### config.mk
export PLATFORM = sky130hd
export DESIGN_NAME = usb_xfer_status_queue
export DESIGN_NICKNAME = d
export VERILOG_FILES = /design/src/rtl/usb_stat_pkg.sv /design/src/rtl/usb_stat_ring.sv /design/src/rtl/usb_stat_ctrl.sv /design/src/rtl/usb_stat_fmt.sv /design/src/rtl/usb_xfer_status_queue.sv
export SDC_FILE = /design/constraint.sdc
export NUM_CORES = 1
export LEC_CHECK = 0
export ABC_AREA = 1
export BUFFER_PORTS_ARGS = -buffer_cell sky130_fd_sc_hd__buf_2
export CAP_MARGIN = 30
export CORE_ASPECT_RATIO = 1.25
export CORE_UTILIZATION = 35
export CTS_CLUSTER_DIAMETER = 60
export DETAILED_ROUTE_END_ITERATION = 7
export PLACE_DENSITY = 0.58
export SLEW_MARGIN = 20
export SYNTH_ARGS = -nofsm -noshare
export SYNTH_HDL_FRONTEND = slang
export SYNTH_SLANG_ARGS = --single-unit
### constraint.sdc
create_clock -name clk -period 5.1 [get_ports clk]
set_input_delay 0.255 -clock clk [delete_from_list [all_inputs] [get_ports clk]]
set_output_delay 0.255 -clock clk [all_outputs]
set_load 0.005 [all_outputs]
### src/rtl/usb_stat_pkg.sv
`timescale 1ns/1ps
package usb_stat_pkg;
    localparam int EP_W = 4;

    typedef struct packed {
        logic [EP_W-1:0] ep;
        logic            dir;
        logic            bank;
    } stat_rec_t;

    typedef enum logic [1:0] {
        ST_EMPTY = 2'd0,
        ST_HOLD  = 2'd1,
        ST_FULL  = 2'd2
    } q_state_e;
endpackage

### src/rtl/usb_stat_ring.sv
`timescale 1ns/1ps
module usb_stat_ring
    import usb_stat_pkg::*;
#(
    parameter int DEPTH = 4
) (
    input  logic                          clk,
    input  logic                          rst_n,
    input  logic                          wr_en,
    input  stat_rec_t                     wr_rec,
    input  logic                          rd_en,
    output stat_rec_t                     head_rec,
    output logic [$clog2(DEPTH+1)-1:0]    count
);
    localparam int PTR_W = (DEPTH > 1) ? $clog2(DEPTH) : 1;
    localparam int CNT_W = $clog2(DEPTH+1);
    localparam logic [PTR_W-1:0] LAST = PTR_W'(DEPTH - 1);

    stat_rec_t        slot [DEPTH];
    logic [PTR_W-1:0] wr_ptr;
    logic [PTR_W-1:0] rd_ptr;

    // Advance a pointer, wrapping at the last slot for any depth
    function automatic logic [PTR_W-1:0] bump(input logic [PTR_W-1:0] p);
        return (p == LAST) ? '0 : p + 1'b1;
    endfunction

    for (genvar g = 0; g < DEPTH; g++) begin : g_slot
        always_ff @(posedge clk) begin
            if (!rst_n) begin
                slot[g] <= '0;
            end else if (wr_en && (wr_ptr == PTR_W'(g))) begin
                slot[g] <= wr_rec;
            end
        end
    end

    always_ff @(posedge clk) begin
        if (!rst_n) begin
            wr_ptr <= '0;
            rd_ptr <= '0;
            count  <= '0;
        end else begin
            if (wr_en) wr_ptr <= bump(wr_ptr);
            if (rd_en) rd_ptr <= bump(rd_ptr);
            unique case ({wr_en, rd_en})
                2'b10:   count <= count + CNT_W'(1);
                2'b01:   count <= count - CNT_W'(1);
                default: count <= count;
            endcase
        end
    end

    assign head_rec = slot[rd_ptr];
endmodule

### src/rtl/usb_stat_ctrl.sv
`timescale 1ns/1ps
module usb_stat_ctrl
    import usb_stat_pkg::*;
#(
    parameter int DEPTH = 4
) (
    input  logic                          clk,
    input  logic                          rst_n,
    input  logic                          push_req,
    input  logic                          clr_req,
    input  logic [$clog2(DEPTH+1)-1:0]    count,
    output logic                          wr_en,
    output logic                          rd_en,
    output logic                          flag,
    output logic                          full
);
    localparam int CNT_W = $clog2(DEPTH+1);
    localparam logic [CNT_W-1:0] ONE      = CNT_W'(1);
    localparam logic [CNT_W-1:0] NEAR_TOP = CNT_W'(DEPTH - 1);

    q_state_e state, state_nx;

    // State register
    always_ff @(posedge clk) begin
        if (!rst_n) state <= ST_EMPTY;
        else        state <= state_nx;
    end

    // Accept decisions and next-state transitions
    always_comb begin
        rd_en    = 1'b0;
        wr_en    = 1'b0;
        state_nx = state;
        unique case (state)
            ST_EMPTY: begin
                // clear while empty is ignored; a push makes one record
                wr_en = push_req;
                if (push_req) state_nx = ST_HOLD;
            end
            ST_HOLD: begin
                rd_en = clr_req;
                wr_en = push_req;
                if (push_req && !clr_req && count == NEAR_TOP)
                    state_nx = ST_FULL;
                else if (clr_req && !push_req && count == ONE)
                    state_nx = ST_EMPTY;
            end
            ST_FULL: begin
                // a push is taken only when a pop frees a slot in the same cycle
                rd_en = clr_req;
                wr_en = push_req && clr_req;
                if (clr_req && !push_req) state_nx = ST_HOLD;
            end
            default: state_nx = ST_EMPTY;
        endcase
    end

    // Outputs decoded from state
    always_comb begin
        flag = 1'b0;
        full = 1'b0;
        unique case (state)
            ST_EMPTY: ;
            ST_HOLD:  flag = 1'b1;
            ST_FULL: begin
                flag = 1'b1;
                full = 1'b1;
            end
            default: ;
        endcase
    end
endmodule

### src/rtl/usb_stat_fmt.sv
`timescale 1ns/1ps
module usb_stat_fmt
    import usb_stat_pkg::*;
(
    input  stat_rec_t  rec,
    input  logic       valid,
    output logic [7:0] stat_byte
);
    always_comb begin
        stat_byte = 8'h00;
        if (valid) begin
            stat_byte[6:3] = rec.ep;
            stat_byte[2]   = rec.dir;
            stat_byte[1]   = rec.bank;
        end
    end
endmodule

### src/rtl/usb_xfer_status_queue.sv
`timescale 1ns/1ps
module usb_xfer_status_queue
    import usb_stat_pkg::*;
#(
    parameter int DEPTH = 4
) (
    input  logic       clk,
    input  logic       rst_n,
    input  logic       push_valid,
    input  logic [3:0] push_ep,
    input  logic       push_dir,
    input  logic       push_bank,
    input  logic       ep_request,
    output logic       ep_nak,
    input  logic       flag_clr,
    output logic       xfer_done,
    output logic       queue_full,
    output logic [7:0] status_byte
);
    localparam int CNT_W = $clog2(DEPTH+1);

    stat_rec_t        in_rec;
    stat_rec_t        head_rec;
    logic [CNT_W-1:0] count;
    logic             wr_en;
    logic             rd_en;

    assign in_rec = '{ep: push_ep, dir: push_dir, bank: push_bank};

    usb_stat_ctrl #(.DEPTH(DEPTH)) u_ctrl (
        .clk      (clk),
        .rst_n    (rst_n),
        .push_req (push_valid),
        .clr_req  (flag_clr),
        .count    (count),
        .wr_en    (wr_en),
        .rd_en    (rd_en),
        .flag     (xfer_done),
        .full     (queue_full)
    );

    usb_stat_ring #(.DEPTH(DEPTH)) u_ring (
        .clk      (clk),
        .rst_n    (rst_n),
        .wr_en    (wr_en),
        .wr_rec   (in_rec),
        .rd_en    (rd_en),
        .head_rec (head_rec),
        .count    (count)
    );

    usb_stat_fmt u_fmt (
        .rec       (head_rec),
        .valid     (xfer_done),
        .stat_byte (status_byte)
    );

    assign ep_nak = ep_request && queue_full;
endmodule

# --- Yosys cells after proc, flatten, opt, wreduce, memory -nomap -nowiden ---
# Memory sizes are Yosys's and may differ from the RTL's. A register that Yosys moved wholly into a read port is not among the register bits.
# Index checks and enable logic that the tools add are counted.
totals:
  register_bits: 9
  ram_bits: 24
  input_bits: 11
  word_cells: 76
  mem_count: 1
mem_list:
  columns: ["memory", "depth", "width", "rd", "rd_ports_with_merged_regs", "wr", "line_no", "source"]
  rows:
  - ["u_ring.slot", 4, 6, 1, 1, 4, "usb_stat_ring.sv:19", "stat_rec_t slot [DEPTH];"]
op_classes:
  n_addsub: 4
  eq_ne: 13
  mux: 32
  n_bitwise: 4
  reduce_logical: 18
op_table:
  columns: ["cell", "n"]
  rows:
  - ["2-to-1 mux 6 bit", 5]
  - ["2-to-1 mux 1 bit", 16]
  - ["2-to-1 mux 2 bit", 8]
  - ["equality test 2 bit (second input constant)", 5]
  - ["logical AND 1 bit", 10]
  - ["equality test 2 x 1 -> 1 bit (second input constant)", 3]
  - ["case mux 2 bit (3 select lines)", 1]
  - ["case mux 3 bit (2 select lines)", 1]
  - ["adder 2 x 1 -> 2 bit (second input constant)", 2]
  - ["zero test 2 bit", 2]
  - ["OR 1 bit", 4]
  - ["OR reduction 2 bit", 2]
  - ["adder 3 x 1 -> 3 bit (second input constant)", 1]
  - ["equality test 3 x 1 -> 1 bit (second input constant)", 1]
  - ["equality test 3 x 2 -> 1 bit (second input constant)", 1]
  - ["inequality test 3 x 1 -> 1 bit (second input constant)", 1]
  - ["AND reduction 3 bit", 1]
  - ["subtractor 3 x 1 -> 3 bit (second input constant)", 1]
  - ["zero test 1 bit", 2]
  - ["inequality test 2 x 1 -> 1 bit (second input constant)", 1]
  - ["inequality test 2 bit (second input constant)", 1]
  - ["case mux 1 bit (2 select lines)", 1]
  - ["nonzero test 2 bit", 1]

# --- Logic depth before layout (Yosys ltp) ---
# Gate-level depths: netlist (run 1).
depth:
  depth_word: 8
  ltp_mapped: 9

# --- Cells and area by module ---
# A second synthesis (run 1) with hierarchy kept.
hier_totals:
  cells_unflattened: 206
  hier_area_um2: 1808.0
modules_own_cells:
  columns: ["mod", "n_inst", "cells_each", "area_per_inst_um2"]
  rows:
  - ["usb_stat_ring", 1, 151, 1493.9]
  - ["usb_stat_ctrl", 1, 38, 242.7]
  - ["usb_stat_fmt", 1, 15, 63.8]
  - ["usb_xfer_status_queue", 1, 2, 7.5]

# --- Worst setup path before layout (run 1) ---
# OpenSTA, ideal clock, no wires.
synth_timing:
  path_type: "register to register"
  start: "register u_ctrl.state[0]"
  end: "memory u_ring.slot[0][0] (netlist bit), enable pin"
  setup_ns: 0.377
  arrival_ns: 1.419
  t_required_ns: 4.723
  slack_ns: 3.304
  path_stages_with_launch: 7
  path_buffers: 0
  period_less_slack_ns: 1.796
  cell_sequence: "dfxtp_1 > inv_1 > ha_1 > nand2_1 > nand3_2 > nand2_2 > o21ai_0"
synth_lines:
  columns: ["item", "line_no", "source"]
  rows:
  - ["start: declaration", "usb_stat_ctrl.sv:21", "q_state_e state, state_nx;"]
  - ["start signal: assignment", "usb_stat_ctrl.sv:26", "else state <= state_nx;"]
  - ["end: declaration", "usb_stat_ring.sv:19", null]

==> results of run 1 <==
==> logic make-up (layout without fill, tap and decap cells) <==
| group | count (synthesis) | count (layout) | synth area share [%] |
|---|---|---|---|
| xor gates and xnor gates | 2 | 2 | 0.9765 |
| adders and majority gates | 14 | 14 | 9.763 |
| DFF | 35 | 35 | 52.44 |
| buffers and inverters | 33 | 55 | 7.461 |
| other | 1 | 2 | 0.2090 |
| and+or+nand+nor | 78 | 78 | 18.20 |
| AOI/OAI and AO/OA | 38 | 38 | 10.95 |
==> registers in the layout (all words and copies together), names as in the netlist, named ones only <==
name           cells
u_ring.slot       24
u_ring.count       3
u_ring.rd_ptr      2
u_ring.wr_ptr      2
u_ctrl.state       2
==> worst max-delay path, stage by stage (launching register included) <==
cell and delay (ns):
dfxtp_1 0.34, inv_1 0.09, ha_1 0.25, nand2_1 0.09, nand3_2 0.12, nand2_2 0.13, o21ai_0 0.64
==> synth_stat cells (2+ instances only) <==
cell	count
a21oi_1	15
nor2_1	56
nand2_1	10
xor2_1	2
buf_4	2
inv_1	28
edfxtp_1	24
nand4_1	5
dfxtp_1	11
nand3_1	3
o21ai_0	20
ha_1	14
==> how the worst max path moves through the flow <==
stage                                  from                               to  slack, ns
2_1_floorplan  u_ctrl.state[0]$_SDFFE_PN0P_  u_ring.slot[0][0]$_SDFFCE_PN0P_       3.30
3_3_place_gp   u_ctrl.state[0]$_SDFFE_PN0P_  u_ring.slot[0][2]$_SDFFCE_PN0P_       3.14
3_5_place_dp   u_ctrl.state[0]$_SDFFE_PN0P_  u_ring.slot[0][4]$_SDFFCE_PN0P_       3.08
4_1_cts        u_ctrl.state[0]$_SDFFE_PN0P_  u_ring.slot[0][0]$_SDFFCE_PN0P_       3.06
5_1_grt        u_ctrl.state[0]$_SDFFE_PN0P_  u_ring.slot[0][0]$_SDFFCE_PN0P_       2.90
6_report       u_ctrl.state[0]$_SDFFE_PN0P_  u_ring.slot[0][3]$_SDFFCE_PN0P_       3.07
==> power by group <==
group          internal [mW]  switching, mW  leakage, nW
Combinational         0.0501         0.0858        0.528
Clock                 0.0938         0.0934       0.0426
Sequential             0.334         0.0182        0.342
==> per-stage QoR <==
stage	cell area, um^2	util, %
after floorplan	1798	-
after global placement	1939	40.11
after detailed placement	1939	40.11
after CTS	2021	41.80
after global routing	2021	41.80
final	2021	41.80
==> placed cells by master, fill, tap and decap left out <==
cell	instances
conb_1	2
clkbuf_8	5
dfxtp_1	11
nor2_1	56
clkinv_2	1
nor3_1	1
inv_1	28
clkinv_1	1
edfxtp_1	24
buf_2	19
o21bai_1	1
ha_1	14
clkbuf_1	1
nand3_1	3
nand2_2	1
o21ai_1	1
o21ai_0	20
nand4_1	5
nand3_2	1
a21oi_2	1
nand2_1	10
a21oi_1	15
nor2_4	1
xor2_1	2
==> per-layer routing <==
layer / track usage [%] / vias to the layer above / routed length, um
met4: 3.830 / 0 / 23
met1: 16.22 / 581 / 1526
met5: 0 / - / 0
met3: 3.889 / 2 / 114
met2: 26.63 / 28 / 1809
li1: - / 695 / -
==> area by class of cell <==
type                            count  area, um^2
Timing Repair Buffer               19       95.09
Clock inverter                      2       8.758
Fill cell                         485        2814
Tap cell                           60       75.07
Sequential cell                    35       940.9
Multi-Input combinational cell    134       723.2
Clock buffer                        6       72.57
Inverter                           28       105.1
==> results.yml, run 1 <==
global_routing:
  grt_pass1_vias: 1241
  grt_pass1_wl_mm: 5.768
  grt_max_degree: 15
  antenna_found_initial: 0
  grt_usage_pct: 14.45
  grt_overflow: 0
min_path:
  min_from: "rst_n"
  whs_endpoint: "u_ctrl.state[0]$_SDFFE_PN0P_"
  hold_class: "primary input to register"
  hold_path_depth: 3
critical_path:
  r2r-end: "u_ring.slot[0][3]$_SDFFCE_PN0P_"
  cp_max_fo: 8
  crit_required_ns: 5.01
  crit_path_start_kind: "register"
  critPathArrivalTime_ns: 1.94
  end_kind: "register"
  r2r_start: "u_ctrl.state[0]$_SDFFE_PN0P_"
  ff2ff_setup_slack_ns: 3.07
  reg2reg_depth: 6
  path_class: "register to register"
cts:
  holdBufCountCts: 0
  ctsResizeCount: 0
  cts_buffers: 5
  tritoncts: "yes"
  cts.htree.levels: 2
  clk_path_buf_depth: 2
  cts.clk_slew.worst_paths_ns: 0.07
  cts.sinks: 35
  postCtsSetupRepairBufs: 0
  cts-root-buf: "clkbuf_8"
  clk_latency_ns: 0.28
timing:
  hold_viol_final: 0
  fin_skew_ns: 0.007448
  fmax_mhz: 491.7
  period_minus_slack_ns: 2.034
  tightestPinTransition_ns: 0.7759
  setup_ws_ns: 3.066
  maxSlewViolCount: 0
  fin_setup_tns_ns: 0
  rsz0062_at_grt: "no"
  fin_hold_ws_ns: 0.3280
  setup_viol: 0
  slew_headroom_pct: 47.73
  fin_crit_sh_pct: 39.88
yosys:
  synth_top_area_cell: "edfxtp_1"
  syn_area_um2: 1794
  ys_seq_area_share_pct: 52.44
  yosys-top-cells-area: "edfxtp_1 (40%), dfxtp_1 (12%), nor2_1 (12%)"
  yosysWarnings: 0
  synth_top_area_share_pct: 40.17
  avgSynthCellArea_um2: 8.926
  async_flop_share_pct: 0
  synth-seq-cells: 35
  synthCells: 201
  synth_edf_count: 24
  synth_ff_type: "edfxtp_1"
  yosys.cell_types.count: 23
finish:
  drive_gt1_share_pct: 12.95
  final_cells: 284
  diodes: 0
  num-nets-final: 248
  areaGrowthSynthToFinish_pct: 12.62
floorplan:
  ioPinCount: 22
  row_count: 28
  dieWidth_um: 66.04
  die_h_um: 82.05
  coreArea_um2: 4835
  die-area_um2: 5419
  start_util_pct: 37.11
detailed_routing:
  route.detailed.drc: 0
  first_pass_iters: 4
  num_vias: 1306
  ant_nets: 0
  drt_iter0_drc: 31
  route.final.wire_length_mm: 3.473
  routedWlPerCell_um: 12.23
  via_per_inst: 4.599
placement:
  port_buffers: 19
  gp_congestion: 0.8114
  dp_cells: 276
  post-dp-hpwl_mm: 2.634
  preCtsSetupSlack_ns: 3.081
status:
  status: "complete, no violations"
pwr:
  powerDensity_nw_per_um2: 334.1
  peakVddDrop_mv: 0.1571
  finalPower_mw: 0.6752
  p_leak_nw: 0.9118
flow_run:
  drv_cap: 0
(Power assumes the default switching activity.)
==> run 2: changes to the inputs <==
==> constraint.sdc (replaced) <==
create_clock -name clk -period 1.95 [get_ports clk]
set_input_delay 0.0975 -clock clk [delete_from_list [all_inputs] [get_ports clk]]
set_output_delay 0.0975 -clock clk [all_outputs]
set_load 0.005 [all_outputs]
==> run 2 against run 1 <==
Net effect:
- non-clock buffer count up 5
- utilization up 0.88 points
- clock skew down 0.0024 ns
- die area unchanged
- combinational power rose to 2.8 times the previous value
- maximum frequency up 18%
- clock power rose to 2.7 times the previous value
- power rose to 2.7 times the previous value
- design area up 2.1%
- sequential power rose to 2.6 times the previous value
- largest cell class unchanged
==> results.yml, run 2 (synthesized netlist as in run 1, its figures left out) <==
status:
  status: "complete, no violations"
floorplan:
  coreArea_um2: 4835
  dieWidth_um: 66.04
  row_count: 28
  die_h_um: 82.05
  die-area_um2: 5419
  ioPinCount: 22
  start_util_pct: 37.11
cts:
  cts.clk_slew.worst_paths_ns: 0.07
  tritoncts: "yes"
  cts.htree.levels: 2
  cts.sinks: 35
  clk_latency_ns: 0.28
  cts-root-buf: "clkbuf_8"
  cts_buffers: 5
  clk_path_buf_depth: 2
  postCtsSetupRepairBufs: 0
placement:
  gp_congestion: 0.8096
  post-dp-hpwl_mm: 2.617
  port_buffers: 19
critical_path:
  crit_required_ns: 2.17
  critPathArrivalTime_ns: 1.94
  path_class: "register to register"
  cp_max_fo: 8
  crit_path_start_kind: "register"
  end_kind: "register"
timing:
  maxSlewViolCount: 0
  fmax_mhz: 581.0
  fin_crit_sh_pct: 88.27
  fin_setup_tns_ns: 0
  rsz0062_at_grt: "no"
  setup_viol: 0
  hold_viol_final: 0
  fin_skew_ns: 0.005016
  period_minus_slack_ns: 1.721
detailed_routing:
  ant_nets: 0
  num_vias: 1355
  first_pass_iters: 4
  via_per_inst: 4.689
  routedWlPerCell_um: 11.93
  drt_iter0_drc: 53
  route.detailed.drc: 0
  route.final.wire_length_mm: 3.447
min_path:
  hold_class: "primary input to register"
finish:
  top_regs: "u_ring.slot: 24 flops, u_ring.count: 3 flops"
  areaGrowthSynthToFinish_pct: 14.99
  drive_gt1_share_pct: 14.85
  final_cell_mix: "nor2_1 (56), inv_1 (28), edfxtp_1 (24)"
  largest_register_ff_count: 24
  final_common_cell: "nor2_1"
  regMostFlops: "u_ring.slot"
  diodes: 0
  num-nets-final: 253
flow_run:
  drv_cap: 0
pwr:
  powerDensity_nw_per_um2: 869.6
  p_leak_nw: 0.9385
  finalPower_mw: 1.794
  peakVddDrop_mv: 0.3274
global_routing:
  grt_pass1_vias: 1310
  grt_overflow: 0
  grt_usage_pct: 14.38
  grt_pass1_wl_mm: 5.706
  grt_max_degree: 15
  antenna_found_initial: 0
[run 2: cell count changes in the layout (fill, tap and decap cells not counted), sizes merged]
cell  previous run  this run
buf             19        24
[run 2: metal layers]
metal  global-route usage [%]  up-vias  share of wire [%]
li1                         -      708                  -
met3                    3.472        5                2.7
met4                    5.319        0                1.7
met5                        0        -                  0
met1                    14.19      622                 41
met2                    28.37       20                 55
[run 2: area by class of cell]
type / count / area [um^2]
fill: 505 / 2771
tap: 60 / 75.07
multi-input combinational: 134 / 728.2
clock inverter: 2 / 8.758
sequential: 35 / 940.9
clock buffer: 6 / 72.57
inverter: 28 / 105.1
timing repair buffer: 24 / 132.6
[run 2: critical path, stage by stage (launching register included)]
cell	delay (ns)
dfxtp_1	0.38
inv_1	0.08
ha_1	0.26
nand2_1	0.10
nand3_2	0.14
nand2_4	0.13
ha_1	0.25
inv_1	0.11
o21ai_0	0.08
a21oi_1	0.12
[run 2: repair_timing]
| item | in CTS | in global routing |
|---|---|---|
| hold buffers | 0 | 0 |
| gates resized for setup | 0 | 1 |
| endpoints found under the setup margin | 0 | 1 |
[run 2: where the power goes]
part / total, mW / internal (mW) / leakage (nW) / switching (mW)
logic: 0.376 / 0.144 / 0.554 / 0.232
clock network: 0.503 / 0.246 / 0.0426 / 0.258
registers: 0.915 / 0.872 / 0.342 / 0.0433
[run 2: final timing paths]
kind / startpoint / to / slack, ns / cells past startpoint
worst max-delay path: u_ctrl.state[0]$_SDFFE_PN0P_ / u_ring.count[2]$_SDFFE_PN0P_ / 0.23 / 9
worst min-delay path: rst_n / u_ctrl.state[0]$_SDFFE_PN0P_ / 0.16 / 3
worst max register to register: u_ctrl.state[0]$_SDFFE_PN0P_ / u_ring.count[2]$_SDFFE_PN0P_ / 0.23 / 9
worst min register to register: u_ring.count[0]$_SDFFE_PN0P_ / u_ring.count[0]$_SDFFE_PN0P_ / 0.51 / 1
[run 2: stage by stage]
stage	cells	hold slack [ns]	area [um^2]	setup WS (ns)	util, %
after floorplan	202	0.2759	1798	0.1538	-
after global placement	281	0.4442	1977	0.2807	40.89
after detailed placement	281	0.4422	1977	0.2243	40.89
after CTS	289	0.1593	2058	0.2033	42.57
after global routing	289	0.1681	2063	0.02950	42.68
final	289	0.1584	2063	0.2288	42.68
==> run 3: changes to the inputs <==
--- a/config.mk
+++ b/config.mk
@@ -5,14 +5,13 @@
 export SDC_FILE = /design/constraint.sdc
 export NUM_CORES = 1
 export LEC_CHECK = 0
-export ABC_AREA = 1
 export BUFFER_PORTS_ARGS = -buffer_cell sky130_fd_sc_hd__buf_2
 export CAP_MARGIN = 30
 export CORE_ASPECT_RATIO = 1.25
 export CORE_UTILIZATION = 35
 export CTS_CLUSTER_DIAMETER = 60
 export DETAILED_ROUTE_END_ITERATION = 7
-export PLACE_DENSITY = 0.58
+export PLACE_DENSITY = 0.63
 export SLEW_MARGIN = 20
 export SYNTH_ARGS = -nofsm -noshare
 export SYNTH_HDL_FRONTEND = slang
==> run 3 against run 2 <==
Net effect:
- worst setup slack worse by 0.12 ns
- maximum frequency is 6.3% lower
- clock power is 6.0% lower
- clock-buffer cell count is 2 higher
- via count is 18% lower
- flip-flop and latch count stayed put
- critical path type unchanged
- critical path depth is 2 lower
- area after synthesis is 0.21% lower
- largest cell class unchanged
- first-iteration DRC count is 43% lower
==> results.yml, run 3 <==
status:
  status: "complete, no violations"
detailed_routing:
  ant_nets: 0
  first_pass_iters: 4
  via_per_inst: 4.689
  num_vias: 1116
  routedWlPerCell_um: 12.79
  route.detailed.drc: 0
  drt_iter0_drc: 30
  route.final.wire_length_mm: 3.044
floorplan:
  die_h_um: 81.97
  dieWidth_um: 65.97
  ioPinCount: 22
  die-area_um2: 5407
  coreArea_um2: 4835
  row_count: 28
  start_util_pct: 37.03
pwr:
  p_leak_nw: 0.8863
  peakVddDrop_mv: 0.2779
  powerDensity_nw_per_um2: 843.5
cts:
  clk_latency_ns: 0.28
  cts.htree.levels: 2
  cts_buffers: 5
  holdBufCountCts: 0
  cts.clk_slew.worst_paths_ns: 0.06
  tritoncts: "yes"
  clk_path_buf_depth: 2
  cts-root-buf: "clkbuf_8"
  cts.sinks: 35
yosys:
  synthCells: 152
  synth_top_area_share_pct: 40.25
  synth-seq-cells: 35
  yosysMostFrequentCell: "and2_1"
  synth_top_area_cell: "edfxtp_1"
  yosys-top-cells-area: "edfxtp_1 (40%), dfxtp_1 (12%), and2_1 (11%)"
  synth_ff_type: "edfxtp_1"
  synth_common_cells: "and2_1 (32), edfxtp_1 (24), ha_1 (14)"
  syn_area_um2: 1790
  ys_seq_area_share_pct: 52.55
  yosysWarnings: 0
  async_flop_share_pct: 0
  avgSynthCellArea_um2: 11.78
  synth_edf_count: 24
  yosys.cell_types.count: 28
finish:
  fin_area_um2: 2053
  final_common_cell: "and2_1"
  regMostFlops: "u_ring.slot"
  diodes: 0
  drive_gt1_share_pct: 23.60
  final_cells: 238
  areaGrowthSynthToFinish_pct: 14.68
  num-nets-final: 202
  top_regs: "u_ring.slot: 24 flops, u_ring.count: 3 flops"
  largest_register_ff_count: 24
  final_cell_mix: "and2_1 (32), edfxtp_1 (24), buf_2 (19)"
global_routing:
  grt_pass1_wl_mm: 4.974
  grt_max_degree: 11
  use_met2_pct: 21.43
  busiest_layer: "met2"
  use_met1_pct: 15.34
  grt_usage_pct: 12.80
  use_met3_pct: 3.333
  grt_pass1_vias: 1044
  antenna_found_initial: 0
  grt_overflow: 0
critical_path:
  end_kind: "register"
  crit_required_ns: 1.98
  path_class: "register to register"
  slowest_delay_ns: 0.38
  cp_max_fo: 10
  crit_chain: "inv_1 > ha_1 > a211oi_2 > nor3_2 > buf_4 > and3_2 > and2_1"
  crit_path_start_kind: "register"
  critPathArrivalTime_ns: 1.87
  crit_family: "simple AND/OR/NAND/NOR gates"
  slowest_stage: "dfxtp_1"
  path_buf_inv: 2
timing:
  hold_viol_final: 0
  fin_crit_sh_pct: 94.23
  period_minus_slack_ns: 1.837
  rsz0062_at_grt: "no"
  setup_ws_ns: 0.1125
  fin_skew_ns: 0.005762
  setup_viol: 0
  maxSlewViolCount: 0
  fmax_mhz: 544.2
  fin_setup_tns_ns: 0
placement:
  gp_congestion: 0.7596
  dpl_cell_area_um2: 1958
  post-dp-hpwl_mm: 2.313
  dp_cells: 230
  preCtsSetupSlack_ns: 0.1117
  port_buffers: 19
flow_run:
  drv_cap: 0
min_path:
  hold_class: "primary input to register"
[run 3: where the power goes]
group	total (mW)	internal (mW)	switching, mW	leakage, nW
Combinational	0.344	0.167	0.177	0.505
Sequential	0.915	0.870	0.0444	0.342
Clock	0.473	0.253	0.220	0.0395
Total	1.73	1.29	0.442	0.886
[run 3: stage by stage]
stage | total power, mW | hold WS (ns) | utilization, %
floorplan | 1.173 | 0.2957 | -
global placement | 1.268 | 0.4229 | 40.50
detailed placement | 1.273 | 0.4255 | 40.50
CTS | 1.750 | 0.1336 | 42.16
global route | 1.842 | 0.1325 | 42.47
finish | 1.732 | 0.1367 | 42.47
[run 3: cells by family after synthesis]
| kind of cell | synth area share [%] |
|---|---|
| flops | 52.55 |
| other cells | 0.2094 |
| xor+xnor | 0.9785 |
| buf+inv | 4.402 |
| compound gates | 4.612 |
| fa+ha+maj | 9.783 |
| simple gates | 18.80 |
| mux | 8.665 |
[run 3: layer usage]
metal | wire, um | share of wire (%)
met4 | 44 | 1.4
met5 | 0 | 0
met1 | 1370 | 45
met2 | 1544 | 51
met3 | 84 | 2.8
[run 3: cell type report]
class                      count  area [um^2]
multi-input combinational    100        788.3
tap                           60        75.07
timing repair buffer          22        117.6
clock buffer                   8        80.08
sequential                    35        942.2
inverter                      13        50.05
fill                         468         2781
[run 3: timing repair]
item                                    CTS  global route
gates resized for setup                   0             6
endpoints found under the setup margin    0            18
buffers inserted                          0             0
[run 3: path summary, 6_finish.rpt]
| kind | end | cells past startpoint | from | slack (ns) |
|---|---|---|---|---|
| setup / recovery | u_ring.slot[2][3]$_SDFFCE_PN0P_ | 7 | u_ctrl.state[0]$_SDFFE_PN0P_ | 0.11 |
| hold / removal | u_ring.slot[1][4]$_SDFFCE_PN0P_ | 2 | push_ep[2] | 0.14 |
| setup reg to reg | u_ring.slot[2][3]$_SDFFCE_PN0P_ | 7 | u_ctrl.state[0]$_SDFFE_PN0P_ | 0.11 |
| hold reg to reg | u_ring.rd_ptr[1]$_SDFFE_PN0N_ | 2 | u_ring.rd_ptr[1]$_SDFFE_PN0N_ | 0.49 |
